===== src/rtl/hp_slot_pkg.sv =====
package hp_slot_pkg;
    localparam int REG_W = 16;
    localparam int SEL_W = 2;
    localparam int NBYTE = REG_W / 8;

    localparam int C_AB_EN    = 0;
    localparam int C_PDC_EN   = 3;
    localparam int C_CC_EN    = 4;
    localparam int C_HP_IE    = 5;
    localparam int C_ATTN_LO  = 6;
    localparam int C_PWR_LO   = 8;
    localparam int C_LOCK_TGL = 11;

    localparam int S_AB   = 0;
    localparam int S_PDC  = 3;
    localparam int S_CC   = 4;
    localparam int S_PDS  = 6;
    localparam int S_LOCK = 7;

    localparam logic [1:0] IND_OFF = 2'b11;

    localparam logic [REG_W-1:0] EVT_MASK =
        (REG_W'(1) << S_AB) | (REG_W'(1) << S_PDC) | (REG_W'(1) << S_CC);
    localparam logic [REG_W-1:0] CTRL_WMASK =
        EVT_MASK | (REG_W'(1) << C_HP_IE) | (REG_W'(3) << C_ATTN_LO) | (REG_W'(3) << C_PWR_LO);
    localparam logic [REG_W-1:0] CTRL_RST =
        (REG_W'(IND_OFF) << C_ATTN_LO) | (REG_W'(IND_OFF) << C_PWR_LO);

    typedef enum logic [SEL_W-1:0] {
        SEL_CTRL = 2'd0,
        SEL_STAT = 2'd1,
        SEL_VEC  = 2'd2,
        SEL_NONE = 2'd3
    } reg_sel_e;

    typedef enum logic {
        NS_QUIET  = 1'b0,
        NS_ACTIVE = 1'b1
    } ntf_state_e;
endpackage


===== src/rtl/hp_slot_ctrl_reg.sv =====
module hp_slot_ctrl_reg
    import hp_slot_pkg::*;
(
    input  logic             clk,
    input  logic             rst_n,
    input  logic             wr_hit,
    input  logic [REG_W-1:0] wdata,
    input  logic [NBYTE-1:0] wbe,
    output logic [REG_W-1:0] ctrl_q,
    output logic             cmd_done,
    output logic             lock_toggle
);
    logic [REG_W-1:0] bmask;
    logic [REG_W-1:0] wmask;

    for (genvar g = 0; g < NBYTE; g++) begin : g_lane
        assign bmask[8*g +: 8] = {8{wbe[g]}};
    end

    assign wmask       = bmask & CTRL_WMASK;
    assign cmd_done    = wr_hit && (|wbe);
    assign lock_toggle = wr_hit && bmask[C_LOCK_TGL] && wdata[C_LOCK_TGL];

    always_ff @(posedge clk) begin
        if (!rst_n) begin
            ctrl_q <= CTRL_RST;
        end else if (cmd_done) begin
            ctrl_q <= (ctrl_q & ~wmask) | (wdata & wmask);
        end
    end

    AST_LOCK_BIT_NEVER_HELD: assert property (@(posedge clk) disable iff (!rst_n)
        lock_toggle |=> !ctrl_q[C_LOCK_TGL]);
endmodule


===== src/rtl/hp_slot_status_reg.sv =====
module hp_slot_status_reg
    import hp_slot_pkg::*;
(
    input  logic             clk,
    input  logic             rst_n,
    input  logic             wr_hit,
    input  logic [REG_W-1:0] wdata,
    input  logic [NBYTE-1:0] wbe,
    input  logic             cmd_done,
    input  logic             lock_toggle,
    input  logic             ev_button,
    input  logic             ev_insert,
    input  logic             ev_remove,
    output logic [REG_W-1:0] sts_q,
    output logic             sts_wr_q,
    output logic             busy_q
);
    logic [REG_W-1:0] bmask;
    logic [REG_W-1:0] clr_bits;
    logic [REG_W-1:0] set_bits;
    logic [REG_W-1:0] sts_d;
    logic             locked;
    logic             take_ins;
    logic             take_rem;
    logic             pres_d;

    for (genvar g = 0; g < NBYTE; g++) begin : g_lane
        assign bmask[8*g +: 8] = {8{wbe[g]}};
    end

    assign locked   = sts_q[S_LOCK];
    assign take_ins = ev_insert && !locked;
    assign take_rem = ev_remove && !locked;
    assign clr_bits = wr_hit ? (wdata & bmask & EVT_MASK) : '0;

    always_comb begin
        set_bits        = '0;
        set_bits[S_AB]  = ev_button;
        set_bits[S_PDC] = take_ins || take_rem;
        set_bits[S_CC]  = cmd_done;
        if (take_ins) begin
            pres_d = 1'b1;
        end else if (take_rem) begin
            pres_d = 1'b0;
        end else begin
            pres_d = sts_q[S_PDS];
        end
        sts_d         = ((sts_q & EVT_MASK) & ~clr_bits) | set_bits;
        sts_d[S_PDS]  = pres_d;
        sts_d[S_LOCK] = locked ^ lock_toggle;
    end

    always_ff @(posedge clk) begin
        if (!rst_n) begin
            sts_q    <= '0;
            sts_wr_q <= 1'b0;
            busy_q   <= 1'b0;
        end else begin
            sts_q    <= sts_d;
            sts_wr_q <= wr_hit && (|wbe);
            busy_q   <= (ev_insert || ev_remove) && locked;
        end
    end

    AST_CMD_RAISES_CC: assert property (@(posedge clk) disable iff (!rst_n)
        cmd_done |=> sts_q[S_CC]);
    AST_TOGGLE_FLIPS_LOCK: assert property (@(posedge clk) disable iff (!rst_n)
        lock_toggle |=> (sts_q[S_LOCK] != $past(sts_q[S_LOCK])));
    AST_BUTTON_NOT_LOST: assert property (@(posedge clk) disable iff (!rst_n)
        ev_button |=> sts_q[S_AB]);
    AST_INSERT_SETS_PRESENCE: assert property (@(posedge clk) disable iff (!rst_n)
        (ev_insert && !locked) |=> (sts_q[S_PDS] && sts_q[S_PDC]));
    AST_LOCKED_KEEPS_PRESENCE: assert property (@(posedge clk) disable iff (!rst_n)
        locked |=> (sts_q[S_PDS] == $past(sts_q[S_PDS])));
    AST_BUSY_ONLY_LOCKED: assert property (@(posedge clk) disable iff (!rst_n)
        busy_q |-> $past(sts_q[S_LOCK]));
endmodule


===== src/rtl/hp_notify_fsm.sv =====
module hp_notify_fsm #(
    parameter int VEC_W = 5
) (
    input  logic             clk,
    input  logic             rst_n,
    input  logic             cond_i,
    input  logic             sts_wr_i,
    input  logic             msg_en_i,
    input  logic [VEC_W-1:0] vec_i,
    output logic             irq_level,
    output logic             msg_pulse,
    output logic [VEC_W-1:0] msg_vec
);
    import hp_slot_pkg::*;

    ntf_state_e       state_q;
    ntf_state_e       state_d;
    logic             fire;
    logic             msg_q;
    logic [VEC_W-1:0] vec_q;

    always_ff @(posedge clk) begin
        if (!rst_n) begin
            state_q <= NS_QUIET;
        end else begin
            state_q <= state_d;
        end
    end

    always_comb begin
        state_d = state_q;
        fire    = 1'b0;
        unique case (state_q)
            NS_QUIET: begin
                if (cond_i) begin
                    state_d = NS_ACTIVE;
                    fire    = 1'b1;
                end
            end
            NS_ACTIVE: begin
                if (!cond_i) begin
                    state_d = NS_QUIET;
                    fire    = !sts_wr_i;
                end
            end
        endcase
    end

    always_ff @(posedge clk) begin
        if (!rst_n) begin
            msg_q <= 1'b0;
            vec_q <= '0;
        end else begin
            msg_q <= fire && msg_en_i;
            if (fire) begin
                vec_q <= vec_i;
            end
        end
    end

    assign irq_level = (state_q == NS_ACTIVE) && !msg_en_i;
    assign msg_pulse = msg_q;
    assign msg_vec   = vec_q;

    AST_PULSE_NEEDS_CHANGE: assert property (@(posedge clk) disable iff (!rst_n)
        $stable(state_q) |-> !msg_q);
    AST_PULSE_NEEDS_MSG_EN: assert property (@(posedge clk) disable iff (!rst_n)
        msg_q |-> $past(msg_en_i));
    AST_SILENT_CLEAR: assert property (@(posedge clk) disable iff (!rst_n)
        (sts_wr_i && state_q == NS_ACTIVE && !cond_i) |=> !msg_q);
endmodule


===== src/rtl/hp_slot_ctrl.sv =====
module hp_slot_ctrl #(
    parameter int VEC_W = 5
) (
    input  logic        clk,
    input  logic        rst_n,
    input  logic        reg_wr,
    input  logic [1:0]  reg_sel,
    input  logic [15:0] reg_wdata,
    input  logic [1:0]  reg_be,
    output logic [15:0] reg_rdata,
    input  logic        ev_button,
    input  logic        ev_insert,
    input  logic        ev_remove,
    input  logic        msg_en,
    output logic        irq_level,
    output logic        msg_pulse,
    output logic [VEC_W-1:0] msg_vec,
    output logic        hp_busy
);
    import hp_slot_pkg::*;

    logic [REG_W-1:0] ctrl_q;
    logic [REG_W-1:0] sts_q;
    logic [VEC_W-1:0] vec_q;
    logic             cmd_done;
    logic             lock_toggle;
    logic             sts_wr_q;
    logic             ctrl_hit;
    logic             stat_hit;
    logic             cond;

    assign ctrl_hit = reg_wr && (reg_sel == SEL_CTRL);
    assign stat_hit = reg_wr && (reg_sel == SEL_STAT);

    hp_slot_ctrl_reg u_ctrl (
        .clk         (clk),
        .rst_n       (rst_n),
        .wr_hit      (ctrl_hit),
        .wdata       (reg_wdata),
        .wbe         (reg_be),
        .ctrl_q      (ctrl_q),
        .cmd_done    (cmd_done),
        .lock_toggle (lock_toggle)
    );

    hp_slot_status_reg u_status (
        .clk         (clk),
        .rst_n       (rst_n),
        .wr_hit      (stat_hit),
        .wdata       (reg_wdata),
        .wbe         (reg_be),
        .cmd_done    (cmd_done),
        .lock_toggle (lock_toggle),
        .ev_button   (ev_button),
        .ev_insert   (ev_insert),
        .ev_remove   (ev_remove),
        .sts_q       (sts_q),
        .sts_wr_q    (sts_wr_q),
        .busy_q      (hp_busy)
    );

    always_ff @(posedge clk) begin
        if (!rst_n) begin
            vec_q <= '0;
        end else if (reg_wr && reg_sel == SEL_VEC && reg_be[0]) begin
            vec_q <= reg_wdata[VEC_W-1:0];
        end
    end

    assign cond = ctrl_q[C_HP_IE] && (|(sts_q & ctrl_q & EVT_MASK));

    hp_notify_fsm #(.VEC_W(VEC_W)) u_fsm (
        .clk       (clk),
        .rst_n     (rst_n),
        .cond_i    (cond),
        .sts_wr_i  (sts_wr_q),
        .msg_en_i  (msg_en),
        .vec_i     (vec_q),
        .irq_level (irq_level),
        .msg_pulse (msg_pulse),
        .msg_vec   (msg_vec)
    );

    always_comb begin
        unique case (reg_sel)
            SEL_CTRL: reg_rdata = ctrl_q;
            SEL_STAT: reg_rdata = sts_q;
            SEL_VEC:  reg_rdata = {{(REG_W-VEC_W){1'b0}}, vec_q};
            default:  reg_rdata = '0;
        endcase
    end

    AST_IRQ_AFTER_COND: assert property (@(posedge clk) disable iff (!rst_n)
        irq_level |-> $past(cond));
endmodule


===== config.mk =====
export PLATFORM = sky130hd
export DESIGN_NAME = hp_slot_ctrl
export DESIGN_NICKNAME = d
export VERILOG_FILES = /design/src/rtl/hp_slot_pkg.sv /design/src/rtl/hp_slot_ctrl_reg.sv /design/src/rtl/hp_slot_status_reg.sv /design/src/rtl/hp_notify_fsm.sv /design/src/rtl/hp_slot_ctrl.sv
export SDC_FILE = /design/constraint.sdc
export NUM_CORES = 1
export LEC_CHECK = 0
export BUFFER_PORTS_ARGS = -buffer_cell sky130_fd_sc_hd__buf_2
export CORE_MARGIN = 4
export CORE_UTILIZATION = 39
export CTS_CLUSTER_DIAMETER = 150
export DETAILED_ROUTE_END_ITERATION = 8
export PLACE_DENSITY = 0.66
export REMOVE_ABC_BUFFERS = 1
export SLEW_MARGIN = 30
export SYNTH_ARGS = -nofsm -noshare
export SYNTH_HDL_FRONTEND = slang
export SYNTH_SLANG_ARGS = --single-unit
export TNS_END_PERCENT = 5

===== constraint.sdc =====
create_clock -name clk -period 4 [get_ports clk]
set_clock_uncertainty 0.1 [all_clocks]
set_input_delay 0.4 -clock clk [delete_from_list [all_inputs] [get_ports clk]]
set_output_delay 0.4 -clock clk [all_outputs]
set_load 0.005 [all_outputs]

Word-level counts from Yosys, hierarchy flattened
Cells that the tools add are included.

Register bits: 46. Bits of input ports: 27.

Equal/unequal tests: 2. Muxes and demuxes: 7. Bitwise gates (word level): 11. Reduce and logical (&&, ||, !) cells: 23.

Operators by type and width (count): one-hot mux 16 bit (3 select lines) (1); bitwise AND 16 x 10 -> 16 bit (1); bitwise AND 16 bit (1); bitwise AND 5 x 16 -> 16 bit (1); NOT 10 -> 16 bit (1); NOT 16 bit (1); OR 16 bit (1); OR 16 x 5 -> 16 bit (1); logical AND 1 bit (14); bitwise AND 5 bit (2); 2-to-1 mux 5 bit (1); 2-to-1 mux 1 bit (4); logical NOT 1 bit (3); OR reduction 3 bit (1); == test 2 x 1 -> 1 bit, second input constant (1); == test 2 bit, second input constant (1); logical NOT 2 bit (1); logical OR 1 bit (2); one-hot mux 1 bit (2 select lines) (1); nonzero test 2 bit (1); OR reduction 2 bit (1); NOT 1 bit (1); XOR 1 bit (1).

Longest topological paths before layout
Gate-level depths: netlist of the first run.

Depth in word-level cells: 6. Gate-level depth with buffers: 5.

Cells and area by module
Synthesis of the first run repeated with hierarchy kept, for this count alone.

Cells, all modules: 180. Area, all modules: 1604.0 um2.

Modules (own cells, without submodules): hp_slot_ctrl (instances 1, cells each 64, area each 543.0 um2, sequential area each 100.1 um2); hp_slot_ctrl_reg (instances 1, cells each 48, area each 439.2 um2, sequential area each 160.2 um2); hp_slot_status_reg (instances 1, cells each 39, area each 339.1 um2, sequential area each 140.1 um2); hp_notify_fsm (instances 1, cells each 29, area each 282.8 um2, sequential area each 140.1 um2).

Worst setup path before layout of the first run
No wires, ideal clock.

Path type: input-to-output. From: in reg_sel[0]. To: out reg_rdata[1]. Data arrival time: 1.071 ns. Slack: 2.429 ns. Stages on the path: 3. Cells stage by stage: buf_1 -> nor2b_1 -> and2_1.

Cells in the longest elaborated chain, start to end: 2. Elaborated cells on any way between the ends: 4.

RTL lines: from (decl) (RTL line hp_slot_ctrl.sv:7) `input logic [1:0] reg_sel,`; == test 2 bit, or another cell as far along (RTL line hp_slot_ctrl.sv:85) `unique case (reg_sel)`; one-hot mux 16 bit (3 select lines) * (RTL line hp_slot_ctrl.sv:85); to (decl) (RTL line hp_slot_ctrl.sv:10) `output logic [15:0] reg_rdata,`.

Mark *: on every way between the ends. The rest lies on a longest branch, timed or not.

Final worst setup path of the first run
From: reg u_status.sts_q[0]. To: reg u_fsm.vec_q[0], in the netlist u_fsm.msg_vec[0].

Cells in the longest elaborated chain, start to end: 5. Elaborated cells on any way between the ends: 6.

RTL lines: from (decl) (RTL line hp_slot_status_reg.sv:14) `output logic [REG_W-1:0] sts_q,`; from (signal assigned) (RTL line hp_slot_status_reg.sv:59) `sts_q <= sts_d;`; bitwise AND 5 bit * (RTL line hp_slot_ctrl.sv:70) `assign cond = ctrl_q[C_HP_IE] && (|(sts_q & ctrl_q & EVT_MASK));`; OR reduction 3 bit * (RTL line hp_slot_ctrl.sv:70); logical AND 1 bit * (RTL line hp_slot_ctrl.sv:70); 2-to-1 mux 1 bit, on equally long branches (RTL line hp_notify_fsm.sv:41, hp_notify_fsm.sv:35); one-hot mux 1 bit (2 select lines) * (RTL line hp_notify_fsm.sv:33) `unique case (state_q)`; to (signal assigned) (RTL line hp_notify_fsm.sv:56) `vec_q <= vec_i;`; to (decl) (RTL line hp_notify_fsm.sv:20) `logic [VEC_W-1:0] vec_q;`.

Marked as above. A chain may end at the register's enable or synchronous reset.

==> impl_metrics.yaml, run 1 <==
floorplanning:
  pin_count: 51
  core-area_um2: 3340
  rows: 21
  start_util_pct: 40.2
  die_h_um: 66.6
  die_w_um: 66.6
  fp.dieArea_um2: 4440
synthesis:
  synth_cell_types: 29
  post-synth-top-area-fraction_pct: 40.3
  ys_ff_latch: 27
  synth_common_cells: "dfxtp_1 (27), mux2i_1 (26), nor2_1 (16)"
  synthFlopType: "dfxtp_1"
  netlist_area_um2: 1340
  synth_edf_count: 0
  synthArstFlopShare_pct: 0
  synth_area_leaders: "dfxtp_1 (40%), mux2i_1 (19%), nor2_1 (4.5%)"
  ys_warn_count: 0
  yosysTopAreaCell: "dfxtp_1"
  ys_seq_area_share_pct: 40.3
  syn_avg_cell_area_um2: 8.99
  netlist_instances: 149
  yosysMostFrequentCell: "dfxtp_1"
global_routing:
  grt_overflow: 0
  grt_pass1_wl_um: 4910
  grt_max_degree: 23
  antenna_found_initial: 0
  grt.total_usage_pct: 14.2
  grt_pass1_vias: 1104
worst_setup_path:
  cp.required_ns: 4.14
  start_kind: "register"
  crit_slowest_cell: "a222oi_1"
  crit_chain: "a222oi_1 > clkbuf_2 > nor2_2 > o31ai_1"
  cp-end-kind: "register"
  path_max_fanout: 5
  critPathKind: "reg -> reg"
  slowest_delay_ns: 0.63
  arrival_ns: 1.93
clocking:
  cts_sinks: 27
  root_buffer: "clkbuf_4"
  clock_latency_ns: 0.33
  hold_buffers: 0
  cts_htree_levels: 1
  cts_buffer_depth: 2
  cts_buffers: 3
  cts_setup_buffers: 0
  cts_resized: 0
  cts_tree: "yes"
  clk_pin_slew_worst_paths_ns: 0.15
place:
  gp_congestion: 0.801
  io_buffers: 39
  dp_hpwl_um: 2320
  dp_cells: 226
timing:
  hold_violations: 0
  rsz0062_at_grt: "no"
  fin_crit_sh_pct: 44.8
  tns_ns: 0
  slew_violations: 0
  setup_viol: 0
  max_slew.worst_pin.slew_ns: 0.715
  post-route-min-period_ns: 1.79
  slew_headroom_pct: 51.7
  fmax_ghz: 0.558
pwr:
  pwr-share-clk_pct: 26.8
  power.switching_uw: 117
  comb_power_share_pct: 11.5
  power_leakage_nw: 0.694
  pwr-share-seq_pct: 61.7
  swShare_pct: 25.8
  intPower_uw: 337
  peakVddDrop_mv: 0.129
  power.density_nw_per_um2: 288
routing:
  drt-initial-drc-count: 42
  drc: 0
  drt-total-wl_um: 2950
  drt_pre_antenna_iters: 4
  ant_nets: 0
  vias: 1141
  avgViaCountPerCell: 4.94
  wl_per_cell_um: 12.8
finish:
  register_area_um2: 541
  areaGrowthSynthToFinish_pct: 17.5
  num-fill-cells: 361
  multi_input_area_um2: 726
  drive_above_1_share_pct: 28.1
  diodes: 0
  final_net_count: 213
  finalNonFillerCells: 231
min_path:
  hold_class: "in -> reg"
run:
  drv_cap: 0
status:
  outcome: "completed"
## cell families (layout without fill, tap and decap cells)
logic type / count (synthesis) / in the layout / share of synthesized area [%]
compound gates: 21 / 21 / 10.3
buf+inv: 18 / 49 / 6.91
flops: 27 / 27 / 40.3
mux: 26 / 26 / 19.4
other cells: 1 / 6 / 0.280
simple gates: 56 / 56 / 22.8
## path summary, 6_finish.rpt
kind | cells after the start | start | endpoint | slack (ns)
setup / recovery | 4 | u_status.sts_q[0]$_SDFF_PN0_ | u_fsm.msg_vec[0]$_SDFFE_PN0P_ | 2.21
hold / removal | 3 | reg_wdata[9] | register | 0.17
setup reg to reg | 4 | u_status.sts_q[0]$_SDFF_PN0_ | u_fsm.msg_vec[0]$_SDFFE_PN0P_ | 2.21
hold reg to reg | 2 | register | register | 0.38
## layout make-up
class	instances	area share, %
clock inverter	1	0.318
multi-input combinational	109	46.1
timing repair buffer	41	13.2
inverter	4	0.954
tap	46	3.66
clock buffer	3	1.43
sequential	27	34.3
## cells in the final DEF (no fill, tap or decap), types with 4 or more instances in the layout
master | netlist | layout
or4_2 | 5 | 5
nor2_1 | 16 | 16
buf_2 | 2 | 39
o31ai_1 | 5 | 5
inv_1 | 4 | 4
dfxtp_1 | 27 | 27
nor3_1 | 4 | 4
o21ai_0 | 6 | 6
mux2i_1 | 26 | 26
nand2_1 | 12 | 12
and2_1 | 4 | 4
conb_1 | 1 | 6
## metrics by stage
| stage | hold WS, ns | total power, mW | setup slack, ns | utilization, % | instance area [µm²] |
|---|---|---|---|---|---|
| 2_1_floorplan | 0.330 | 0.310 | 2.10 | - | 1280 |
| 3_3_place_gp | 0.343 | 0.336 | 1.96 | 46.2 | 1540 |
| 3_5_place_dp | 0.361 | 0.338 | 1.94 | 46.2 | 1540 |
| 4_1_cts | 0.161 | 0.458 | 2.06 | 47.0 | 1570 |
| 5_1_grt | 0.155 | 0.474 | 2.04 | 47.2 | 1570 |
| 6_report | 0.166 | 0.454 | 2.21 | 47.2 | 1570 |
## routing by layer
| metal | wire (µm) | vias to the layer above | global-route usage (%) | part of all wire (%) |
|---|---|---|---|---|
| li1 | - | 584 | - | - |
| met1 | 1250 | 528 | 15.7 | 42 |
| met2 | 1530 | 25 | 26.7 | 52 |
| met3 | 133 | 4 | 2.70 | 4.5 |
| met4 | 36 | 0 | 4.82 | 1.2 |
| met5 | 0 | - | 0 | 0 |
## critical path, delay by kind of cell, from the launching register on
| kind | cells | cell delay [ns] |
|---|---|---|
| AOI/OAI and AO/OA | 2 | 0.90 |
| buffers and inverters | 1 | 0.27 |
| DFF | 1 | 0.35 |
| and+or+nand+nor | 1 | 0.07 |
## power by group through the flow
stage	clock network, mW	registers (mW)	logic, mW
floorplan	0	0.284	0.0259
global placement	0	0.285	0.0509
detailed placement	0	0.286	0.0523
CTS	0.126	0.280	0.0524
global route	0.133	0.281	0.0591
finish	0.122	0.280	0.0522
Power figures use the tool's default switching activity.
==> run 2, diff against run 1 <==
==> constraint.sdc (replaced) <==
create_clock -name clk -period 1.9 [get_ports clk]
set_clock_uncertainty 0.1 [all_clocks]
set_input_delay 0.19 -clock clk [delete_from_list [all_inputs] [get_ports clk]]
set_output_delay 0.19 -clock clk [all_outputs]
set_load 0.005 [all_outputs]
==> impl_metrics.yaml, run 2 (synthesized netlist as in run 1, its figures left out) <==
finish:
  final_common_cell: "buf_2"
  areaGrowthSynthToFinish_pct: 25.0
  num-fill-cells: 331
  final_cell_mix: "buf_2 (39), dfxtp_1 (27), mux2i_1 (26), nor2_1 (16), nand2_1 (12)"
  drive_above_1_share_pct: 28.1
  final_net_count: 224
  diodes: 0
pwr:
  peakVddDrop_mv: 0.299
  power_leakage_nw: 0.742
  power_uw: 962
  power.density_nw_per_um2: 574
global_routing:
  grt_pass1_wl_um: 5240
  grt_pass1_vias: 1206
  grt_max_degree: 16
  grt.total_usage_pct: 15.2
  grt_overflow: 0
  antenna_found_initial: 0
floorplanning:
  start_util_pct: 40.2
  fp.dieArea_um2: 4440
  pin_count: 51
  die_h_um: 66.6
  core-area_um2: 3340
  die_w_um: 66.6
  rows: 21
clocking:
  hold_buffers: 7
  cts_sinks: 27
  cts_buffers: 3
  cts_setup_buffers: 0
  cts_buffer_depth: 2
  root_buffer: "clkbuf_4"
  cts_resized: 0
  cts_htree_levels: 1
  clk_pin_slew_worst_paths_ns: 0.14
  cts_tree: "yes"
  clock_latency_ns: 0.32
worst_setup_path:
  start_kind: "register"
  crit_chain: "a222oi_1 > buf_4 > or4_2 > o31ai_1"
  path_max_fanout: 9
  cp.required_ns: 2.04
  slowest_delay_ns: 0.61
  critPathKind: "reg -> reg"
  crit_slowest_cell: "or4_2"
  cp-end-kind: "register"
  arrival_ns: 1.68
timing:
  post-route-min-period_ns: 1.53
  rsz0062_at_grt: "no"
  hold_violations: 0
  setup_viol: 0
  fmax_ghz: 0.652
  whs_ns: 0.00425
  tns_ns: 0
  fin_ws_ns: 0.367
  slew_violations: 0
  fin_crit_sh_pct: 80.7
routing:
  wl_per_cell_um: 13.0
  drt-total-wl_um: 3150
  drc: 0
  drt-initial-drc-count: 42
  drt_pre_antenna_iters: 4
  ant_nets: 0
  vias: 1200
  avgViaCountPerCell: 4.96
min_path:
  hold_class: "in -> reg"
place:
  dp_hpwl_um: 2370
  gp_congestion: 0.859
  pre_cts_ws_ns: 0.400
  io_buffers: 39
status:
  outcome: "completed"
run:
  drv_cap: 0
run 2: changes by cell type in the layout (fill, tap and decap cells not counted), sizes merged:
| cell | previous run | this run |
|---|---|---|
| dlygate4sd3 | 0 | 7 |
| buf | 40 | 45 |
| clkinv | 1 | 0 |
run 2: where the power goes:
| group | switching (mW) | total, mW | internal, mW |
|---|---|---|---|
| combinational | 0.0647 | 0.128 | 0.0630 |
| sequential | 0.00946 | 0.589 | 0.580 |
| clock | 0.163 | 0.245 | 0.0821 |
run 2: critical path, delay by kind of cell (launching register included):
kind | cells | cell delay [ns]
simple gates | 1 | 0.61
flops | 1 | 0.39
compound gates | 2 | 0.19
buf+inv | 1 | 0.18
run 2: through the flow:
step	cell area, µm²	utilization [%]	cells
after floorplan	1280	-	140
after global placement	1580	47.3	231
after detailed placement	1580	47.3	231
after CTS	1680	50.2	242
after global routing	1680	50.2	242
final	1680	50.2	242
run 2: metal layers:
metal	share of wire [%]	up-vias	global-route usage, %
met2	51	31	27.5
met1	44	560	18.0
li1	-	607	-
met4	0.48	0	4.06
met3	5.0	2	3.20
met5	0	-	0
run 2: path summary, 6_finish.rpt:
check | startpoint | to | slack (ns) | cells after the start
min | reg_wdata[5] | register | 0.004 | 3
max | u_status.sts_q[4]$_SDFF_PN0_ | u_fsm.msg_vec[2]$_SDFFE_PN0P_ | 0.37 | 4
min reg2reg | register | register | 0.38 | 2
max reg2reg | u_status.sts_q[4]$_SDFF_PN0_ | u_fsm.msg_vec[2]$_SDFFE_PN0P_ | 0.37 | 4
run 2: final cells by class:
| type | instances | area [µm²] | share of cell area, % |
|---|---|---|---|
| Clock buffer | 4 | 26.3 | 1.57 |
| Inverter | 4 | 15.0 | 0.896 |
| Multi-Input combinational cell | 109 | 726 | 43.3 |
| Sequential cell | 27 | 541 | 32.3 |
| Tap cell | 46 | 57.6 | 3.44 |
| Timing Repair Buffer | 52 | 310 | 18.5 |
